===== src/rtl/spi_cmd_latch.sv =====
module spi_cmd_latch #(
  parameter int WORD_W   = 16,
  parameter int CMD_W    = 4,
  parameter int SKIP_BIT = 6
) (
  input  logic                                                clk,
  input  logic                                                rst_n,
  input  logic                                                ncs_i,
  input  logic                                                sclk_i,
  input  logic                                                sdi_i,
  output logic                                                sdo_o,
  output logic                                                sdo_oe_o,
  input  logic [WORD_W-CMD_W-1:0]                             stat_i,
  output logic                                                fsi_o,
  output logic [((1<<CMD_W)-1)*(WORD_W-CMD_W)-1:0]            latch_o
);
  localparam int DATA_W = WORD_W - CMD_W;
  localparam int NLATCH = (1 << CMD_W) - 1;
  localparam int HALF   = WORD_W / 2;
  localparam int IDX_W  = $clog2(WORD_W);
  localparam int CNT_W  = IDX_W + 2;
  localparam logic [CMD_W-1:0]  STAT_CMD = CMD_W'(NLATCH);
  localparam logic [DATA_W-1:0] FMASK    = ~(DATA_W'(1) << SKIP_BIT);

  logic [2:0] ncs_p, sclk_p, sdi_p;
  logic [CNT_W-1:0] cnt_q;
  logic [WORD_W-1:0] sr_q, tx_q, resp_sel;
  logic [NLATCH-1:0][DATA_W-1:0] lat_q;
  logic sdo_q;

  wire sel      = !ncs_p[1];
  wire ncs_fall = ncs_p[2] & !ncs_p[1];
  wire ncs_rise = !ncs_p[2] & ncs_p[1];
  wire sck_rise = sel & sclk_p[1] & !sclk_p[2];
  wire sck_fall = sel & !sclk_p[1] & sclk_p[2];
  wire [CMD_W-1:0]  cmd  = sr_q[CMD_W-1:0];
  wire [DATA_W-1:0] data = sr_q[WORD_W-1:CMD_W];
  wire cnt_ok = (cnt_q == '0) || (cnt_q == CNT_W'(HALF)) || (cnt_q == CNT_W'(WORD_W));

  assign resp_sel = (cmd == STAT_CMD) ? {stat_i, cmd} : {lat_q[cmd], cmd};
  assign sdo_oe_o = sel;
  assign sdo_o    = sel & sdo_q;
  assign fsi_o    = |(stat_i & FMASK);
  assign latch_o  = lat_q;

  always_ff @(posedge clk or negedge rst_n) begin
    if (!rst_n) begin
      ncs_p  <= 3'b111;
      sclk_p <= '0;
      sdi_p  <= '0;
    end else begin
      ncs_p  <= {ncs_p[1:0], ncs_i};
      sclk_p <= {sclk_p[1:0], sclk_i};
      sdi_p  <= {sdi_p[1:0], sdi_i};
    end
  end

  always_ff @(posedge clk or negedge rst_n) begin
    if (!rst_n) begin
      cnt_q <= '0;
      sr_q  <= '0;
    end else if (ncs_fall) begin
      cnt_q <= '0;
    end else if (sck_fall) begin
      if (cnt_q != '1) cnt_q <= cnt_q + 1'b1;
      if (cnt_q < CNT_W'(WORD_W)) sr_q[cnt_q[IDX_W-1:0]] <= sdi_p[1];
    end
  end

  always_ff @(posedge clk or negedge rst_n) begin
    if (!rst_n) begin
      tx_q  <= '0;
      sdo_q <= 1'b0;
    end else if (ncs_fall) begin
      tx_q  <= resp_sel;
      sdo_q <= 1'b0;
    end else if (sck_rise) begin
      sdo_q <= tx_q[0];
      tx_q  <= tx_q >> 1;
    end
  end

  always_ff @(posedge clk or negedge rst_n) begin
    if (!rst_n) lat_q <= '0;
    else if (ncs_rise && cnt_ok && cmd != STAT_CMD) lat_q[cmd] <= data;
  end


  desel_hold_chk: assert property (@(posedge clk) disable iff (!rst_n)
    !sel |=> $stable(sr_q));

  busy_hold_chk: assert property (@(posedge clk) disable iff (!rst_n)
    sel |=> $stable(lat_q));

  bad_len_chk: assert property (@(posedge clk) disable iff (!rst_n)
    (ncs_rise && !cnt_ok) |=> $stable(lat_q));

  stat_nowrite_chk: assert property (@(posedge clk) disable iff (!rst_n)
    (ncs_rise && cmd == STAT_CMD) |=> $stable(lat_q));

  tx_idle_chk: assert property (@(posedge clk) disable iff (!rst_n)
    !sel |=> $stable(tx_q));
endmodule


===== config.mk =====
export PLATFORM = sky130hd
export DESIGN_NAME = spi_cmd_latch
export DESIGN_NICKNAME = d
export VERILOG_FILES = /design/src/rtl/spi_cmd_latch.sv
export SDC_FILE = /design/constraint.sdc
export NUM_CORES = 1
export LEC_CHECK = 0
export ABC_AREA = 1
export BUFFER_PORTS_ARGS = -buffer_cell sky130_fd_sc_hd__buf_2
export CAP_MARGIN = 20
export CELL_PAD_IN_SITES_DETAIL_PLACEMENT = 0
export CELL_PAD_IN_SITES_GLOBAL_PLACEMENT = 1
export CORE_UTILIZATION = 43
export DETAILED_ROUTE_END_ITERATION = 10
export HOLD_SLACK_MARGIN = 0.03
export PLACE_DENSITY = 0.83
export SYNTH_ARGS = -nofsm -noshare
export SYNTH_HDL_FRONTEND = slang
export SYNTH_SLANG_ARGS = --single-unit

===== constraint.sdc =====
create_clock -name clk -period 5.8 [get_ports clk]
set_clock_uncertainty 0.05 [all_clocks]
set_input_delay 1.16 -clock clk [delete_from_list [all_inputs] [get_ports clk]]
set_output_delay 1.16 -clock clk [all_outputs]
set_load 0.005 [all_outputs]

# After elaboration in Yosys (flattened, before gate mapping)
# Index checks and enable logic that the tools add are counted.
[totals]
ff_bits = 227
input_bits = 17
out_inout_bits = 183
elab_cells = 74
[op_classes]
addsub = 1
magnitude_cmp = 5
n_eq_ne = 5
n_mux = 16
bitwise_logic = 8
n_reduce_logical = 17
[op_table]
columns = ["cell", "n"]
rows = [
  ["$bwmux W180", 1],
  ["$bmux W12 S4", 1],
  ["$demux W12 S4", 1],
  ["$mux W16", 3],
  ["$mux W12", 2],
  ["$mux W6", 3],
  ["$bwmux W16", 1],
  ["$reduce_or A11 Y1", 1],
  ["$lt A4 B5 Y1 const B", 2],
  ["$ge A4 B1 Y1 const B", 2],
  ["$and A1 B1 Y1", 7],
  ["$add A6 B1 Y6 const B", 1],
  ["$eq A6 B4 Y1 const B", 1],
  ["$eq A6 B5 Y1 const B", 1],
  ["$logic_not A6 Y1", 1],
  ["$lt A6 B5 Y1 const B", 1],
  ["$ne A6 B6 Y1 const B", 1],
  ["$reduce_bool A2 Y1", 3],
  ["$demux W1 S4", 1],
  ["$eq A4 B4 Y1 const B", 1],
  ["$logic_and A1 B1 Y1", 4],
  ["$logic_not A1 Y1", 4],
  ["$ne A4 B4 Y1 const B", 1],
  ["$mux W1", 3],
  ["4 further kinds", 5],
]

# Depth between registers and ports, before layout
# Gate-level depths: netlist of run 1.
[depth]
word_depth = 5
mapped_depth = 13
mapped_depth_nobuf = 11

# Worst setup path before layout of run 1
# OpenSTA, ideal clock, no wires.
[synth_path]
path_type = "input -> output"
from = "input stat_i[7]"
to = "output fsi_o"
arrival_ns = 1.520
required_ns = 4.590
path_slack_ns = 3.070
path_stages = 2
n_path_buf = 0
cell_sequence = "nor4_1 > nand3_1"
[synth_between]
elab_chain_cells = 1
[synth_rtl]
columns = ["element", "line", "text"]
rows = [
  ["start: declaration", "13", "input logic [WORD_W-CMD_W-1:0] stat_i,"],
  ["$reduce_or A11 Y1", "43", "assign fsi_o = |(stat_i & FMASK);"],
  ["end: declaration", "14", "output logic fsi_o,"],
]
# No other way between the ends.

# Worst setup path in the final report of run 1
[layout_path]
from = "register sr_q[3]"
to = "register lat_q (netlist bit latch_o[132])"
[layout_between]
elab_chain_cells = 5
word_cells_on_any_way = 8
cone_classes = "2 x order compare; 1 x eq/ne; 3 x mux; 2 x reduce/logical"
[layout_rtl]
columns = ["element", "line", "text"]
rows = [
  ["start: declaration", "27", "logic [WORD_W-1:0] sr_q, tx_q, resp_sel;"],
  ["start signal: indexed assignment", "66", "if (cnt_q < CNT_W'(WORD_W)) sr_q[cnt_q[IDX_W-1:0]] <= sdi_p[1];"],
  ["$lt A4 B5 Y1 (implied by the code) or $ge A4 B1 Y1 (tied branches)", "85", "else if (ncs_rise && cnt_ok && cmd != STAT_CMD) lat_q[cmd] <= data;"],
  ["$logic_and A1 B1 Y1 (implied by the code)", "85", ""],
  ["$mux W12 (implied by the code)", "85", ""],
  ["$demux W12 S4", "85", ""],
  ["$bwmux W180", "85", ""],
  ["end signal: indexed assignment", "85", ""],
  ["end: declaration", "28", "logic [NLATCH-1:0][DATA_W-1:0] lat_q;"],
]
# Several ways; a longest one is shown, not always the timed one.
# A chain may end at the register's enable or synchronous reset.

==> metrics, run 1 <==
# Post-CTS Setup Buffers=0; RSZ-0062 raised after global routing=false; Placer Congestion=a little over 0.9; critical path type=reg2reg; Post-Synthesis Cell Area=10800 um2; placed insts=between 1500 and 2000; hold buffer count at cts=0; H-tree depth=1; nets=about 1600; Post-Synthesis Cells=roughly 1500; final max-slew violation count=0; Root Buffer=clkbuf_16; CP top delay family=simple AND/OR/NAND/NOR gates; Non-Filler Instances=1956; total CTS buffers=25; DIE WIDTH=between 150 and 200 um; Worst setup EP type=register; Tcrit/Tclk final=between 50% and 60%; commonest non-fill, non-tap cell in the layout=nand2_1; post-cts sizing count=0; routed length per instance=a little under 20 um; RR Endpoint=latch_o[132]; reg2reg setup slack=about 2700 ps; I/O pin total=200; first-pass GRT wire length=approximately 58000 um; Core Rows=57; Max VDD drop=roughly 250 uV; Worst Reg-to-Reg Cells=7; drt via density=roughly 5.3; TritonCTS clock tree=built; Final Hold Vio Count=0; Clock Pin Slew Worst Setup and Hold Paths=60 ps; Max Used Layer=met4; worst r2r src=sr_q[3]; Ant. Diodes=0; Initial Util=44.1%; DRT Pass-1 Iters=5; worst endpoint data arrival time=3460 ps; sequential-to-total area share from yosys stat=a little over half; Distinct cells, synth=29; max cap viols=0; status=completed; Layout area overhead=19.2%; hpwl dp=around 26000 um; core area=~24000 um2; drt initial violations=856; DRC=0; Worst Max-Slew Pin Slew=approximately 1100 ps; WHS Path Cells=0; wire length on met2=between 15000 and 20000 um; Total Wirelength=37900 um; grt total ovfl=0; Crit-path slowest cell=nor2_1; largest net degree at the start of global routing=120; Slew HR=23.7%; # fillers=2401; Leakage=7.50 nW; Avg Cell Area, Syn=7.37 um2; Min-Delay Endpoint=sdi_p[1]; total track usage=between 20 and 30%; setup TNS=0 ps; IO Port Bufs=199; Die Area=roughly 26000 um2; tightest hold margin=298 ps; hold_sp=sdi_p[0]; Mapped Nets=1485; CP dominant cell by count=nand2_1; post-route ant nets=0; startpoint types=register; clk buf depth=3; post-route minimum period=3110 ps; Ys Warns=0; WP data required=between 6000 and 7000 ps; initial antenna violation count=0; Hold Path Class=reg2reg; Final setup viols=0; vias in the first global route=about 9900; Yosys reg bits=around 230; max frequency=around 320 MHz; most frequent cells in the layout=nand2_1, dfrtp_1, buf_2; Die H=roughly 160 um; Buf/Inv on CP=2; crit-path max cell delay=700 ps; crit path max fanout=16; clock tree sinks=227; ratio of cells with drive above 1 in the final layout=between 10% and 20%; total power=approximately 3.9 mW; met3 wire len=3670 um; worst skew pair latency=roughly 520 ps; DR vias=10300; Routed met1 length=~16000 um; crit-path cells=inv_1 -> nor2_1 -> inv_1 -> nor2_2 -> nand2_1 -> nand2_1 -> nand2_1; power density of the placed cells=~300 nW/um2
==> cells in the mapped netlist, drive strengths merged <==
master  instances  area (um2)
a21o            1        7.51
a21oi          23         115
a22oi          18         135
a31oi           5        31.3
buf            40         188
clkbuf         51         191
clkinv          2        7.51
dfrtp         224        5610
dfstp           3        78.8
ha              4        50.1
inv            39         146
nand2         854        3220
nand3          63         315
nand4           6        37.5
nor2           60         230
nor3           16         130
nor4            3        33.8
o211ai          2        15.0
o21ai          48         240
or2             1        6.26
xor2            1        8.76
==> per-layer routing <==
| metal | up-vias | GRT usage [%] |
|---|---|---|
| met1 | 4900 | 42.2 |
| met3 | 72 | 5.99 |
| met5 | - | 0 |
| li1 | 4834 | - |
| met4 | 0 | 10.3 |
| met2 | 519 | 45.4 |
==> per-stage QoR <==
stage	setup slack (ps)	cell area, um2	utilization [%]
2_1_floorplan	3070	10800	-
3_3_place_gp	2780	12000	48.9
3_5_place_dp	2720	12000	48.9
4_1_cts	2710	12900	52.5
5_1_grt	2380	12900	52.6
6_report	2690	12900	52.6
==> kinds of logic (layout without fill, tap and decap cells) <==
kind of cell	Yosys count	after routing	share of synthesized area (%)
flops	227	227	52.7
compound gates	97	97	5.04
fa+ha+maj	4	4	0.464
xor+xnor	1	1	0.0812
simple gates	1003	1003	36.8
buf+inv	132	300	4.94
==> how the worst max path moves through the flow <==
stage | startpoint | to | cells past startpoint
6_report | sr_q[3] | latch_o[132] | 7
5_1_grt | sr_q[3] | latch_o[142] | 7
4_1_cts | sr_q[3] | latch_o[110] | 7
3_5_place_dp | sr_q[3] | latch_o[110] | 7
3_3_place_gp | sr_q[3] | latch_o[135] | 7
2_1_floorplan | stat_i[7] | fsi_o | 2
==> area by class of cell <==
type	count	area (um2)	share of cell area (%)
inverters	41	154	1.20
multi-input cells	1105	4590	35.7
clock inverters	7	110	0.856
repair buffers	214	1130	8.79
clock buffers	38	785	6.10
well taps	324	405	3.15
flip-flops and latches	227	5680	44.2
==> where the power goes <==
group	leakage (nW)	switching (mW)	internal (mW)
registers	3.11	0.0301	1.61
clock network	0.448	0.649	1.06
logic	3.94	0.408	0.0901
==> worst reg2reg max path: cells and delay by family (launching register included) <==
family,cells,cell delay [ps]
simple gates,5,2160
buf+inv,2,320
flops,1,460
==> sequential cells by signal, indices dropped and copies added (netlist names) <==
name and count:
latch_o 180, cnt_q 6, sclk_p 3, sdi_p 2
ncs_p 3, tx_q 16, sdo_q 1, sr_q 16
No activity file was read; power rests on OpenSTA's default activity.
==> inputs of run 2 (changes only) <==
- CORE_UTILIZATION: 43 -> 40
- PLACE_DENSITY: 0.83 -> 0.78
- clock period: 5.8 -> 3.2 ns (I/O delays scaled with it)
==> metrics, run 2 (synthesized netlist as in run 1, its figures left out) <==
status=complete, but fails checks; failing checks=design-rule violations; Leakage=7.61 nW (+1.5%); Ant. Diodes=0 (unchanged); core area=26300 um2 (+7.4%); RSZ-0062 raised after global routing=false; worst skew pair latency=540 ps (+20 ps); nets=1656 (+1.3%); power density of the placed cells=549 nW/um2 (+83%); Total Wirelength=39600 um (+4.5%); grt total ovfl=0 (unchanged); total track usage=28.4% (-1.4 points); Placer Congestion=0.875 (-5.6%); WP data required=3620 ps (-2530 ps); Non-Filler Instances=1991 (+1.8%); largest net degree at the start of global routing=71 (-41%); Sw Pwr=2.10 mW (+93%); Clock Pin Slew Worst Setup and Hold Paths=60 ps (about the same); Tcrit/Tclk final=82.7% (+29 points); commonest non-fill, non-tap cell in the layout=nand2_1; most frequent cells in the layout=nand2_1, dfrtp_1, buf_2; initial antenna violation count=0 (unchanged); Final Hold Vio Count=0 (unchanged); total CTS buffers=27 (+8.0%); startpoint types=register; Int Power=5.07 mW (+83%); drt initial violations=912 (+6.5%); vias in the first global route=9840 (-0.13%); post-route ant nets=0 (unchanged); ratio of cells with drive above 1 in the final layout=18.2% (+0.90 points); Final setup viols=0 (unchanged); clock tree sinks=227 (unchanged); Logic pwr share=14.8% (+1.9 points); Slew HR=26.8% (+3.2 points); TritonCTS clock tree=built; Worst setup EP type=register; clock share of power=43.6% (-0.8 points); drt via density=5.27 (-0.22%); Max VDD drop=239 uV (-4.6%); clk buf depth=3 (unchanged); design area=13100 um2 (+1.5%); worst endpoint data arrival time=3070 ps (-390 ps); Die Area=27600 um2 (+7.4%); post-route minimum period=2650 ps (-460 ps); DRC=10 (+10); Root Buffer=clkbuf_16; H-tree depth=1 (unchanged); DRT Pass-1 Iters=10 (+5); Worst Max-Slew Pin Slew=1090 ps (-47.2 ps); IO Port Bufs=199 (unchanged); I/O pin total=200 (unchanged); hpwl dp=27300 um (+6.1%); Die H=166 um (+3.6%); placed insts=1940 (+1.6%); Largest register FFs=180 (unchanged); final max-slew violation count=0 (unchanged); Hold Path Class=in2reg; # Post-CTS Setup Buffers=0 (unchanged); critical path type=reg2reg; Seq pwr share=41.5% (-1.2 points); setup TNS=0 ps (unchanged); Switching Share=29.3% (+1.0 points); max cap viols=0 (unchanged); Core Rows=59 (+3.5%); Post-DP Area=12100 um2 (+1.5%); post-cts sizing count=0 (unchanged); max frequency=378 MHz (+17%); final core utilization=49.7% (-2.9 points); first-pass GRT wire length=60100 um (+2.9%); routed length per instance=19.9 um (+2.7%); DIE WIDTH=166 um (+3.6%); Layout area overhead=21.0%; DR vias=10500 (+1.6%); crit path max fanout=17 (+1); Initial Util=41.1% (-3.1 points)
==> run 2: cell types whose count changed in the layout (fill, tap and decap cells not counted), sizes merged <==
| cell | before | now |
|---|---|---|
| clkbuf | 39 | 41 |
| inv | 39 | 40 |
| bufinv | 3 | 2 |
| buf | 213 | 232 |
| dlygate4sd3 | 0 | 1 |
| clkinv | 6 | 8 |
==> run 2: final timing paths <==
path / from / end / slack (ps) / depth (start not counted)
min in group asynchronous: rst_n / latch_o[68] / 590 / 2
min reg2reg: sclk_p[0] / sclk_p[1] / 300 / 0
min: ncs_i / ncs_p[0] / 160 / 1
max in group asynchronous: rst_n / ncs_p[1] / 1610 / 3
max reg2reg: cnt_q[0] / latch_o[50] / 550 / 8
max: cnt_q[0] / latch_o[50] / 550 / 8
==> run 2: area by class of cell <==
| type | count | area (um2) |
|---|---|---|
| Fill cell | 2604 | 13200 |
| Tap cell | 335 | 419 |
| Timing Repair Buffer | 233 | 1300 |
| Clock inverter | 9 | 98.8 |
| Inverter | 41 | 154 |
| Clock buffer | 41 | 808 |
| Sequential cell | 227 | 5680 |
| Multi-Input combinational cell | 1105 | 4590 |
==> run 2: per-layer routing <==
metal  global-route usage [%]  wire length [um]  vias up
met3                     4.27              3270       68
met1                     41.5             17700     5059
met4                     10.5              1310        0
li1                         -                 -     4884
met2                     42.7             17300      476
met5                        0                 0        -
==> run 2: per-stage QoR <==
stage	worst slack [ps]	hold WS [ps]	total power, mW
3_5_place_dp	567	287	4.07
6_report	553	163	7.16
4_1_cts	557	145	7.18
2_1_floorplan	1270	281	3.56
3_3_place_gp	701	284	4.06
5_1_grt	336	148	7.39
==> run 2: what timing repair did <==
action                                 in CTS  in global routing
endpoints found under the hold margin       1                  0
setup endpoints to repair                   0                  0
hold buffers                                1                  0
==> run 2: power groups by stage <==
| stage | Combinational [mW] | Sequential, mW | Clock, mW |
|---|---|---|---|
| after floorplan | 0.555 | 3.00 | 0 |
| after global placement | 1.03 | 3.03 | 0 |
| after detailed placement | 1.04 | 3.03 | 0 |
| after CTS | 1.04 | 2.98 | 3.16 |
| after global routing | 1.12 | 2.98 | 3.29 |
| final | 1.06 | 2.98 | 3.13 |
==> run 2: critical path, stage by stage, from the launching register on <==
cell and delay (ps):
dfrtp_1 430, inv_1 120, ha_1 180, inv_1 80
nor4_4 370, nand2_4 230, nor3_2 870, nand2_1 130
nand2_1 110
